**src/rtl/dac_wake_timer.sv**
```systemverilog
module dac_wake_timer #(
  parameter int CYC_PER_US = 250,
  parameter int SHORT_US   = 5,
  parameter int LONG5_US   = 12,
  parameter int LONG3_US   = 30
) (
  input  logic       clk,
  input  logic       rst_n,
  input  logic [1:0] pd_evt,
  input  logic [1:0] upd_evt,
  input  logic       sup_3v,
  output logic [1:0] busy,
  output logic       bias_en
);
  localparam int SHORT_CYC = SHORT_US * CYC_PER_US;
  localparam int LONG5_CYC = LONG5_US * CYC_PER_US;
  localparam int LONG3_CYC = LONG3_US * CYC_PER_US;
  localparam int MAX_A     = (SHORT_CYC > LONG5_CYC) ? SHORT_CYC : LONG5_CYC;
  localparam int MAX_CYC   = (MAX_A > LONG3_CYC) ? MAX_A : LONG3_CYC;
  localparam int CW        = $clog2(MAX_CYC + 1);

  logic        asleep [2];
  logic        bz     [2];
  logic [CW-1:0] cnt  [2];

  wire          all_down = asleep[0] & asleep[1];
  wire [CW-1:0] long_ld  = sup_3v ? CW'(LONG3_CYC - 1) : CW'(LONG5_CYC - 1);
  wire [CW-1:0] load     = all_down ? long_ld : CW'(SHORT_CYC - 1);

  for (genvar i = 0; i < 2; i++) begin : g_ch
    wire wake = upd_evt[i] & asleep[i];
    wire nap  = pd_evt[i] & ~upd_evt[i];

    always_ff @(posedge clk) begin
      if (!rst_n) begin
        asleep[i] <= 1'b0;
        bz[i]     <= 1'b0;
        cnt[i]    <= '0;
      end else if (wake) begin
        asleep[i] <= 1'b0;
        bz[i]     <= 1'b1;
        cnt[i]    <= load;
      end else if (nap) begin
        asleep[i] <= 1'b1;
        bz[i]     <= 1'b0;
        cnt[i]    <= '0;
      end else if (bz[i]) begin
        if (cnt[i] == '0) bz[i] <= 1'b0;
        else              cnt[i] <= cnt[i] - 1'b1;
      end
    end

    assign busy[i] = bz[i];
  end

  assign bias_en = ~all_down;
endmodule

```
**config.mk**
```make
export PLATFORM = sky130hd
export DESIGN_NAME = dac_wake_timer
export DESIGN_NICKNAME = d
export VERILOG_FILES = /design/src/rtl/dac_wake_timer.sv
export SDC_FILE = /design/constraint.sdc
export NUM_CORES = 1
export LEC_CHECK = 0
export ABC_AREA = 1
export BUFFER_PORTS_ARGS = -buffer_cell sky130_fd_sc_hd__buf_2
export CORE_AREA = 10 10 67 69
export CTS_CLUSTER_DIAMETER = 30
export CTS_CLUSTER_SIZE = 24
export DETAILED_ROUTE_END_ITERATION = 8
export DIE_AREA = 0 0 77 79
export PLACE_DENSITY = 0.76
export RECOVER_POWER = 100
export SYNTH_ARGS = -nofsm -noshare
export SYNTH_HDL_FRONTEND = slang
export SYNTH_SLANG_ARGS = --single-unit
```
**constraint.sdc**
```tcl
create_clock -name clk -period 5.1 [get_ports clk]
set_input_delay 1.02 -clock clk [delete_from_list [all_inputs] [get_ports clk]]
set_output_delay 1.02 -clock clk [all_outputs]
set_load 0.03 [all_outputs]
```
Yosys cells after proc, flatten, opt, wreduce, memory -nomap -nowiden:

Memory sizes are Yosys's and may differ from the RTL's.
Cells that the tools add are included.

* register bits after elaboration: 0
* memory bits (writable): 30
* input port bits: 7
* logic and storage cells: 88
* memories kept: 3

Memories
* cnt: depth 2, bits a word 13, read ports 2, clocked after Yosys merged registers in 0, wr ports 2, line 24 `logic [CW-1:0] cnt [2];`
* asleep: depth 2, bits a word 1, read ports 2, clocked after Yosys merged registers in 0, wr ports 2, line 22 `logic asleep [2];`
* bz: depth 2, bits a word 1, read ports 2, clocked after Yosys merged registers in 0, wr ports 2, line 23 `logic bz [2];`

* $add $sub $neg: 2
* multiplexer cells: 57
* bitwise operators: 24
* reductions and logical operators: 2

Operators with widths (count)
* 2-to-1 mux 13 bit: 8
* 2-to-1 mux 1 bit: 49
* logical NOT 13 bit: 2
* subtractor 13 x 1 -> 13 bit (second input constant): 2
* OR 1 bit: 16
* AND 1 bit: 5
* NOT 1 bit: 3

Depth between registers and ports, before layout:

* depth after elaboration: 8
* depth in mapped cells: 9
* gate-level depth less buffers: 9

Worst setup path before layout:

OpenSTA, ideal clock, no wires.

* kind: in2reg
* start point: in upd_evt[1]
* end point: mem cnt[1][0] in the netlist's numbering (enable)
* library setup time: 0.356 ns
* data arrival time: 1.873 ns
* data required time: 4.744 ns
* setup slack: 2.872 ns
* stages on the path: 8
* buffers on the path: 0
* cells stage by stage: inv_1 > nand2_1 > nand2_1 > nor2_4 > nand2_4 > inv_4 > nor2_8 > nand2_1

RTL lines
* from (decl): line 10 `input logic [1:0] upd_evt,`
* to (decl): line 24

==> results by group <==
Placed design
  – DP Worst Slack: 2.55 ns
  – Placed cells: approximately 280
  – PortBufs: 9
  – Dpl hpwl: 2830 um
  – Final Wtd Congestion: 0.836

Layout
  – Fillers: between 300 and 400
  – Layout area overhead: 4.56%
  – Fin cells: 290
  – Nets: 252
  – Layout cell share with drive strength beyond 1: 6.15%
  – # diodes: 0
  – Multi-input gate area: 793 um2
  – Sequential Area: 881 um2

Yosys
  – Mapped cell area: 1870 um2
  – Syn avg cell area: 8.15 um2
  – Most common cell in the netlist: nand2_1
  – Dominant synthesized flop cell: edfxtp_1
  – Synth warnings: 0
  – EDFF count, synth: 28
  – Top cell type's share of synthesized area: 45.0%
  – Ys async rst share: 0%
  – Sequential fraction of the synthesis area: between 40% and 50%
  – Area leader, netlist: edfxtp_1
  – Commonest cells post-synth: 61 x nand2_1, 32 x inv_1, 29 x nor2_1
  – Number of library cell types mapped by synthesis: 25
  – Synth area leaders: edfxtp_1 45%, nand2_1 12%, inv_1 6.4%
  – Post-synthesis register bit count: 30
  – Mapped Cells: around 230
  – Synth Net Count: roughly 240

Floorplanning
  – Initial Util: 57.8%
  – Vert. Die Dim: between 70 and 80 um
  – Site Rows: 21
  – Die area: 6080 um2
  – I/O Pins: 10
  – Core area: 3230 um2
  – Die Wd: 77 um

Clock tree
  – CTS tree: done
  – Clock-pin slew on the worst setup and hold paths: around 0.08 ns
  – Post-CTS Repair Setup Buffers: 0
  – Clock latency on the worst-skew pair: 0.33 ns
  – Num CTS Buffers: 5
  – Clock Sink Count: 30
  – Post_cts resized: 0
  – Clock Tree Buf Depth: 2
  – Root Driver: clkbuf_4
  – CTS H-Tree Depth: 2
  – CTS Hold Bufs: 0

Power
  – P_leak: between 0.8 and 0.9 nW
  – Post-layout total power: approximately 0.00054 W
  – Cell Pwr Density: 279 nW/um2
  – Maximum vdd drop: 0.157 mV

STA
  – Final setup TNS: 0 ns
  – Final slew viol count: 0
  – Fmax: 314 MHz
  – Worst hold slack: 0.524 ns
  – Slew headroom: between 60% and 70%
  – Setup Skew: 0.0147 ns
  – Final setup margin: about 1.9 ns
  – Fin crit period: around 3.2 ns
  – Crit share post-route: 62.5%
  – RSZ-0062 raised after global routing: no
  – Worst Tran Pin Value: 0.594 ns
  – Final hold vios: 0
  – Endpoints failing setup: 0

Critical path
  – Max FO, Critical Path: 13
  – Crit Path Category: flip-flop to flip-flop
  – Worst Setup Start Kind: flip-flop
  – Crit path capture type: flip-flop
  – CP required: 5.04 ns
  – Arr. time, crit path: 3.13 ns

Flow run
  – Max-cap violations: 0

Global route
  – Initial antenna violation count: 0
  – Total GRT Usage: 13.0%
  – First-pass GRT wire length: 6350 um
  – Largest net degree at the start of global routing: 14
  – Grt total ovfl: 0
  – Vias in the first global route: ~1,400

Route
  – DR iter-0 viols: 116
  – Post-DR vias/cell: 4.89
  – Wirelength per Cell: approximately 13 um
  – Antenna Nets Post-Route: 0
  – Number of remaining DRC errors: 0
  – Total length of routed wires: ~3700 um
  – DR pass1 iterations: 4
  – Via total after detailed routing: 1,418

Hold path
  – HP Class: flip-flop to flip-flop

Outcome
  – Status: complete, no violations
sequential cells by signal, indices dropped and copies added, names as in the netlist:
register	cells
asleep	2
bz	2
cnt	26
worst max-delay path, stage by stage, from the launching register on:
cell and delay (ns):
edfxtp_1 0.39, inv_1 0.16, ha_1 0.21, nand2_1 0.12
nor2_1 0.27, nand3_4 0.14, nand2_1 0.23, clkinvlp_2 0.26
nor2_1 0.51, nand2_1 0.51
placed cells by master, fill, tap and decap left out, types with 4 or more instances in the layout:
cell,n
nand2_1,64
inv_1,34
nor2_1,32
edfxtp_1,28
nand3_1,14
o21ai_0,14
a21oi_1,10
xor2_1,8
clkbuf_1,8
xnor2_1,7
clkbuf_4,5
buf_2,4
metal layers:
| metal | part of all wire (%) | wire (um) | vias up | GRT usage [%] |
|---|---|---|---|---|
| li1 | - | - | 761 | - |
| met1 | 43 | 1600 | 637 | 14.8 |
| met2 | 53 | 1960 | 18 | 22.6 |
| met3 | 3.5 | 128 | 2 | 4.17 |
| met4 | 0.51 | 19 | 0 | 4.93 |
| met5 | 0 | 0 | - | 0 |
metrics by stage:
step | instance area, um2 | util, %
3_5_place_dp | 1950 | 60.5
2_1_floorplan | 1870 | -
6_report | 1950 | 60.4
5_1_grt | 1950 | 60.4
4_1_cts | 2000 | 62.0
3_3_place_gp | 1950 | 60.5
final timing paths:
check | from | to | slack, ns | cells after the start
max | cnt[1][0] | cnt[1][11] | 1.91 | 9
min reg2reg | asleep[1] | asleep[1] | 0.52 | 2
max reg2reg | cnt[1][0] | cnt[1][11] | 1.91 | 9
min | asleep[1] | asleep[1] | 0.52 | 2
where the power goes:
group | switching [W] | internal, W
clock | 0.0000767 | 0.0000548
combinational | 0.0000661 | 0.0000349
sequential | 0.0000177 | 0.000294
total | 0.000160 | 0.000383
cells by family after synthesis:
kind of cell,synth area share [%]
xor gates and xnor gates,7.04
DFF,47.2
adders and majority gates,1.34
buffers and inverters,7.98
and+or+nand+nor,29.6
AOI/OAI and AO/OA,6.84
cell type report:
class,instances,share of cell area (%)
Inverter,35,6.79
Multi-Input combinational cell,162,40.6
Sequential cell,30,45.1
Timing Repair Buffer,9,1.99
Tap cell,46,2.95
Clock buffer,8,2.50
Power figures use the tool's default switching activity.
